[src/rtl/dmc_pkg.sv]
package dmc_pkg;
  typedef enum logic {
    IDX_MODULO   = 1'b0,
    IDX_XOR_FOLD = 1'b1
  } idx_mode_e;
endpackage

[src/rtl/dmc_addr_split.sv]
module dmc_addr_split
  import dmc_pkg::*;
#(
  parameter int        ADDR_W = 32,
  parameter int        OFF_W  = 0,
  parameter int        IDX_W  = 4,
  parameter int        TAG_W  = 28,
  parameter idx_mode_e MODE   = IDX_MODULO
) (
  input  logic [ADDR_W-1:0] addr_i,
  output logic [IDX_W-1:0]  idx_o,
  output logic [TAG_W-1:0]  tag_o
);
  logic [ADDR_W-1:0] blk_addr;

  assign blk_addr = addr_i >> OFF_W;

  generate
    if (MODE == IDX_XOR_FOLD) begin : g_fold
      // two adjacent upper fields of the zero-extended block address
      assign idx_o = blk_addr[ADDR_W-1 -: IDX_W] ^ blk_addr[ADDR_W-1-IDX_W -: IDX_W];
      assign tag_o = blk_addr[TAG_W-1:0];
    end else begin : g_mod
      assign idx_o = blk_addr[IDX_W-1:0];
      assign tag_o = blk_addr[IDX_W +: TAG_W];
    end
  endgenerate
endmodule

[src/rtl/dmc_line_array.sv]
module dmc_line_array #(
  parameter int LINES = 16,
  parameter int IDX_W = 4,
  parameter int TAG_W = 28
) (
  input  logic             clk,
  input  logic             rst_n,
  input  logic [IDX_W-1:0] lk_idx_i,
  input  logic             fill_i,
  input  logic [TAG_W-1:0] fill_tag_i,
  output logic             lk_valid_o,
  output logic [TAG_W-1:0] lk_tag_o
);
  logic [LINES-1:0] vld_w;
  logic [TAG_W-1:0] tag_w [LINES];

  generate
    for (genvar l = 0; l < LINES; l++) begin : g_line
      logic             wr_en;
      logic             v_q;
      logic [TAG_W-1:0] t_q;

      assign wr_en = fill_i && (lk_idx_i == IDX_W'(l));

      always_ff @(posedge clk or negedge rst_n) begin
        if (!rst_n) begin
          v_q <= 1'b0;
        end else if (wr_en) begin
          v_q <= 1'b1;
        end
      end

      // tag storage needs no reset: it is only read through a valid line
      always_ff @(posedge clk) begin
        if (wr_en) begin
          t_q <= fill_tag_i;
        end
      end

      assign vld_w[l] = v_q;
      assign tag_w[l] = t_q;
    end
  endgenerate

  assign lk_valid_o = vld_w[lk_idx_i];
  assign lk_tag_o   = tag_w[lk_idx_i];
endmodule

[src/rtl/dm_tag_ctrl.sv]
module dm_tag_ctrl
  import dmc_pkg::*;
#(
  parameter int        ADDR_W        = 32,
  parameter int        WORDS_PER_BLK = 1,
  parameter int        NUM_BLKS      = 16,
  parameter idx_mode_e IDX_MODE      = IDX_MODULO
) (
  input  logic                        clk,
  input  logic                        rst_n,
  input  logic                        req_valid_i,
  output logic                        req_ready_o,
  input  logic [ADDR_W-1:0]           req_addr_i,
  output logic                        rsp_valid_o,
  output logic                        rsp_hit_o,
  output logic [ADDR_W-1:0]           rsp_tag_o,
  output logic [$clog2(NUM_BLKS)-1:0] rsp_index_o
);
  localparam int OFF_W = $clog2(WORDS_PER_BLK);
  localparam int IDX_W = $clog2(NUM_BLKS);
  localparam int TAG_W = (IDX_MODE == IDX_XOR_FOLD) ? (ADDR_W - OFF_W)
                                                    : (ADDR_W - OFF_W - IDX_W);

  logic             rdy_q;
  logic             accept;
  logic [IDX_W-1:0] cur_idx;
  logic [TAG_W-1:0] cur_tag;
  logic             line_vld;
  logic [TAG_W-1:0] line_tag;
  logic             match;
  logic             fill;

  logic              vld_d, vld_q;
  logic              hit_d, hit_q;
  logic [ADDR_W-1:0] tag_d, tag_q;
  logic [IDX_W-1:0]  idx_d, idx_q;

  dmc_addr_split #(
    .ADDR_W (ADDR_W),
    .OFF_W  (OFF_W),
    .IDX_W  (IDX_W),
    .TAG_W  (TAG_W),
    .MODE   (IDX_MODE)
  ) u_split (
    .addr_i (req_addr_i),
    .idx_o  (cur_idx),
    .tag_o  (cur_tag)
  );

  dmc_line_array #(
    .LINES (NUM_BLKS),
    .IDX_W (IDX_W),
    .TAG_W (TAG_W)
  ) u_lines (
    .clk        (clk),
    .rst_n      (rst_n),
    .lk_idx_i   (cur_idx),
    .fill_i     (fill),
    .fill_tag_i (cur_tag),
    .lk_valid_o (line_vld),
    .lk_tag_o   (line_tag)
  );

  assign accept = req_valid_i && rdy_q;
  assign match  = line_vld && (line_tag == cur_tag);
  assign fill   = accept && !match;

  // next-state logic
  always_comb begin
    vld_d = accept;
    hit_d = accept && match;
    tag_d = tag_q;
    idx_d = idx_q;
    if (accept) begin
      tag_d = ADDR_W'(cur_tag);
      idx_d = cur_idx;
    end
  end

  // registers
  always_ff @(posedge clk or negedge rst_n) begin
    if (!rst_n) begin
      rdy_q <= 1'b0;
      vld_q <= 1'b0;
      hit_q <= 1'b0;
    end else begin
      rdy_q <= 1'b1;
      vld_q <= vld_d;
      hit_q <= hit_d;
    end
  end

  always_ff @(posedge clk or negedge rst_n) begin
    if (!rst_n) begin
      tag_q <= '0;
      idx_q <= '0;
    end else if (accept) begin
      tag_q <= tag_d;
      idx_q <= idx_d;
    end
  end

  assign req_ready_o = rdy_q;
  assign rsp_valid_o = vld_q;
  assign rsp_hit_o   = hit_q;
  assign rsp_tag_o   = tag_q;
  assign rsp_index_o = idx_q;
endmodule

[config.mk]
export PLATFORM = sky130hd
export DESIGN_NAME = dm_tag_ctrl
export DESIGN_NICKNAME = d
export VERILOG_FILES = /design/src/rtl/dmc_pkg.sv /design/src/rtl/dmc_addr_split.sv /design/src/rtl/dmc_line_array.sv /design/src/rtl/dm_tag_ctrl.sv
export SDC_FILE = /design/constraint.sdc
export NUM_CORES = 1
export LEC_CHECK = 0
export ABC_AREA = 1
export BUFFER_PORTS_ARGS = -buffer_cell sky130_fd_sc_hd__buf_4
export CORE_UTILIZATION = 55
export DETAILED_ROUTE_END_ITERATION = 7
export GPL_TIMING_DRIVEN = 0
export PLACE_DENSITY = 0.72
export RECOVER_POWER = 25
export SETUP_SLACK_MARGIN = 0.3
export SYNTH_ARGS = -nofsm -noshare
export SYNTH_HDL_FRONTEND = slang
export SYNTH_SLANG_ARGS = --single-unit
[constraint.sdc]
create_clock -name clk -period 5.1 [get_ports clk]
set_clock_uncertainty 0.05 [all_clocks]
set_input_delay 0.51 -clock clk [delete_from_list [all_inputs] [get_ports clk]]
set_output_delay 0.51 -clock clk [all_outputs]
set_load 0.005 [all_outputs]
==> results.json <==
{
  "status": "finished clean",
  "p_per_area_nw_per_um2": 375,
  "layout-drive-gt1-share_pct": 10.4,
  "wl_um": 57500,
  "ys_warn_count": 0,
  "regArea_um2": 14700,
  "drc": 0,
  "place_inst": 2619,
  "clkTransAtPathRegs_ns": 0.06,
  "slowest_stage": "inv_2",
  "grtUsageTotal_pct": 30.7,
  "numCtsBuffers": 50,
  "ctsLongestPathBuffers": 3,
  "die_y_um": 197,
  "die_x_um": 197,
  "final_common_cell": "nand2_1",
  "gp_congestion": 0.875,
  "grt_overflow": 0,
  "cp-startpoint": "req_addr_i[1]",
  "clock_latency_ns": 0.59,
  "syn_inst": 2031,
  "dieArea_um2": 38800,
  "fmax_ghz": 0.276,
  "slew_viol_final": 0,
  "crit_path_max_fanout": 28,
  "startpoint_type": "input port",
  "antenna_found_initial": 1,
  "dr.pass1.iters": 5,
  "rsz0062_at_grt": "no",
  "critPathRequiredTime_ns": 5.25,
  "synth_seq_cells": 499,
  "ir_drop_uv": 273,
  "hold_start": "req_addr_i[2]",
  "tightest_slew_ns": 1.16,
  "yosysSeqAreaShare_pct": 70.4,
  "p_total_mw": 8.95,
  "syn_area_um2": 20900,
  "ant_nets": 0,
  "fillers": 2907,
  "end_kind": "register",
  "mostFrequentLayoutCells": "nand2_1 (1,152), edfxtp_1 (448), nor2_1 (87), buf_4 (59), clkbuf_1 (54)",
  "grt_max_degree": 52,
  "core-area_um2": 37600,
  "place_hpwl_um": 34900,
  "final_nets": 2196,
  "slew_headroom_pct": 22.8,
  "power.leakage_nw": 10.1,
  "r2r_start": "u_lines.g_line[2].t_q[4]$_DFFE_PP_",
  "vias": 14800,
  "start_util_pct": 55.7,
  "dp_slack_ns": 1.01,
  "stdcell_count": 2714,
  "cts_max_level": 2,
  "postSynthAreaPerCell_um2": 10.3,
  "period_share_pct": 71.1,
  "port_buffers": 67,
  "drtIter0Drc": 1675,
  "cts_setup_buffers": 0,
  "hold_buffers": 1,
  "finalSetupTns_ns": 0,
  "drv_cap": 0,
  "cts_tree": "done",
  "critical_path_class": "input port to register",
  "cp.arrival_ns": 3.78,
  "drt-wirelength-per-cell_um": 21.2,
  "grt_pass1_vias": 14400,
  "finalSetupViolCount": 0,
  "ioPinCount": 74,
  "finalHoldViolations": 0,
  "cts_resized": 0,
  "syn2layout_area_growth_pct": 14.0,
  "fin_crit_ns": 3.63,
  "rows": 71,
  "vias_per_cell": 5.45,
  "grt_pass1_wl_um": 86300,
  "utilization_pct": 63.5,
  "setup_ws_ns": 1.47,
  "ys_types": 24,
  "multi_input_area_um2": 5370,
  "max_stage_delay_ns": 0.81,
  "clock_sink_count": 499,
  "path_common_cell": "nand2_1",
  "crit_chain": "buf_4, inv_2, buf_2, buf_2, nand2_1, nand2_1, nand2_1, nand2_1, nor2_1, nor2_1, nor2_1, nand2_1, nor2_1, nand2_1, nor2_1, nand2_2, buf_6, nand3_2, inv_2",
  "cts-root-buf": "clkbuf_16",
  "min_path_type": "input port to register"
}
==> where the power goes <==
part / leakage [nW] / total (mW) / internal (mW) / switching [mW]
clock: 0.811 / 3.76 / 2.22 / 1.54
combinational: 4.68 / 0.645 / 0.192 / 0.453
sequential: 4.61 / 4.55 / 4.52 / 0.0313
total: 10.1 / 8.95 / 6.93 / 2.02
==> state kept, by name (all words and copies together), names as in the netlist <==
signal / flops
u_lines.g_line.t_q: 448
rsp_tag_o: 28
u_lines.g_line.v_q: 16
rsp_index_o: 4
req_ready_o: 1
rsp_hit_o: 1
rsp_valid_o: 1
==> critical path, delay by kind of cell <==
family	cells	cell delay [ns]
simple gates	13	1.29
buf+inv	6	1.93
==> final timing paths <==
path	end	slack, ns	cells after the start
min reg2reg	u_lines.g_line[8].v_q$_DFFE_PN0P_	0.41	2
max in group asynchronous	rsp_tag_o[8]$_DFFE_PN0P_	3.94	2
max reg2reg	u_lines.g_line[0].t_q[24]$_DFFE_PP_	1.80	16
min in group asynchronous	rsp_tag_o[22]$_DFFE_PN0P_	0.49	2
max	u_lines.g_line[0].t_q[24]$_DFFE_PP_	1.47	19
min	rsp_index_o[2]$_DFFE_PN0P_	0.18	3
==> cells in the mapped netlist <==
cell type | instances | area (um2)
conb_1 | 2 | 7.51
buf_1 | 4 | 15.0
nor2_1 | 87 | 327
o21ai_1 | 4 | 20.0
nand4_1 | 5 | 31.3
buf_2 | 41 | 205
buf_6 | 16 | 180
buf_4 | 13 | 97.6
inv_2 | 3 | 11.3
nand3_1 | 40 | 200
nor2_2 | 1 | 6.26
inv_4 | 1 | 6.26
edfxtp_1 | 448 | 13500
nand2_2 | 2 | 12.5
nand2_1 | 1152 | 4320
inv_1 | 64 | 240
nor2_4 | 1 | 11.3
dfrtp_1 | 51 | 1280
clkbuf_1 | 20 | 75.1
nand3_2 | 8 | 80.1
a21oi_1 | 12 | 60.1
clkinv_1 | 1 | 3.75
nor3_1 | 8 | 40.0
o21ai_0 | 47 | 235
==> stage by stage <==
step                hold slack (ns)  area, um2
floorplan                     0.164      20900
global placement              0.382      22100
detailed placement            0.390      22200
CTS                           0.162      23900
global route                  0.198      23800
finish                        0.181      23800
==> routing by layer <==
metal | wire (um) | share of wire (%) | track usage [%] | vias to the layer above
met5 | 0 | 0 | 0 | -
met4 | 2430 | 4.2 | 14.2 | 0
met3 | 6010 | 10 | 6.23 | 157
met2 | 26900 | 47 | 49.0 | 802
met1 | 22200 | 39 | 40.7 | 7001
li1 | - | - | - | 6842
==> cells by family after synthesis <==
group / share of synthesized area [%]
flops: 70.4
buf+inv: 3.99
simple gates: 24.1
compound gates: 1.51
other cells: 0.0359
==> layout make-up <==
| cell class | count | share of cell area, % |
|---|---|---|
| Inverter | 69 | 1.10 |
| Timing Repair Buffer | 75 | 2.47 |
| Antenna cell | 2 | 0.0210 |
| Tap cell | 511 | 2.68 |
| Clock buffer | 71 | 6.05 |
| Multi-Input combinational cell | 1372 | 22.5 |
| Buffer | 94 | 2.40 |
| Sequential cell | 499 | 61.8 |
| Clock inverter | 21 | 1.01 |
Note: power is estimated with default switching activity, not from simulation.
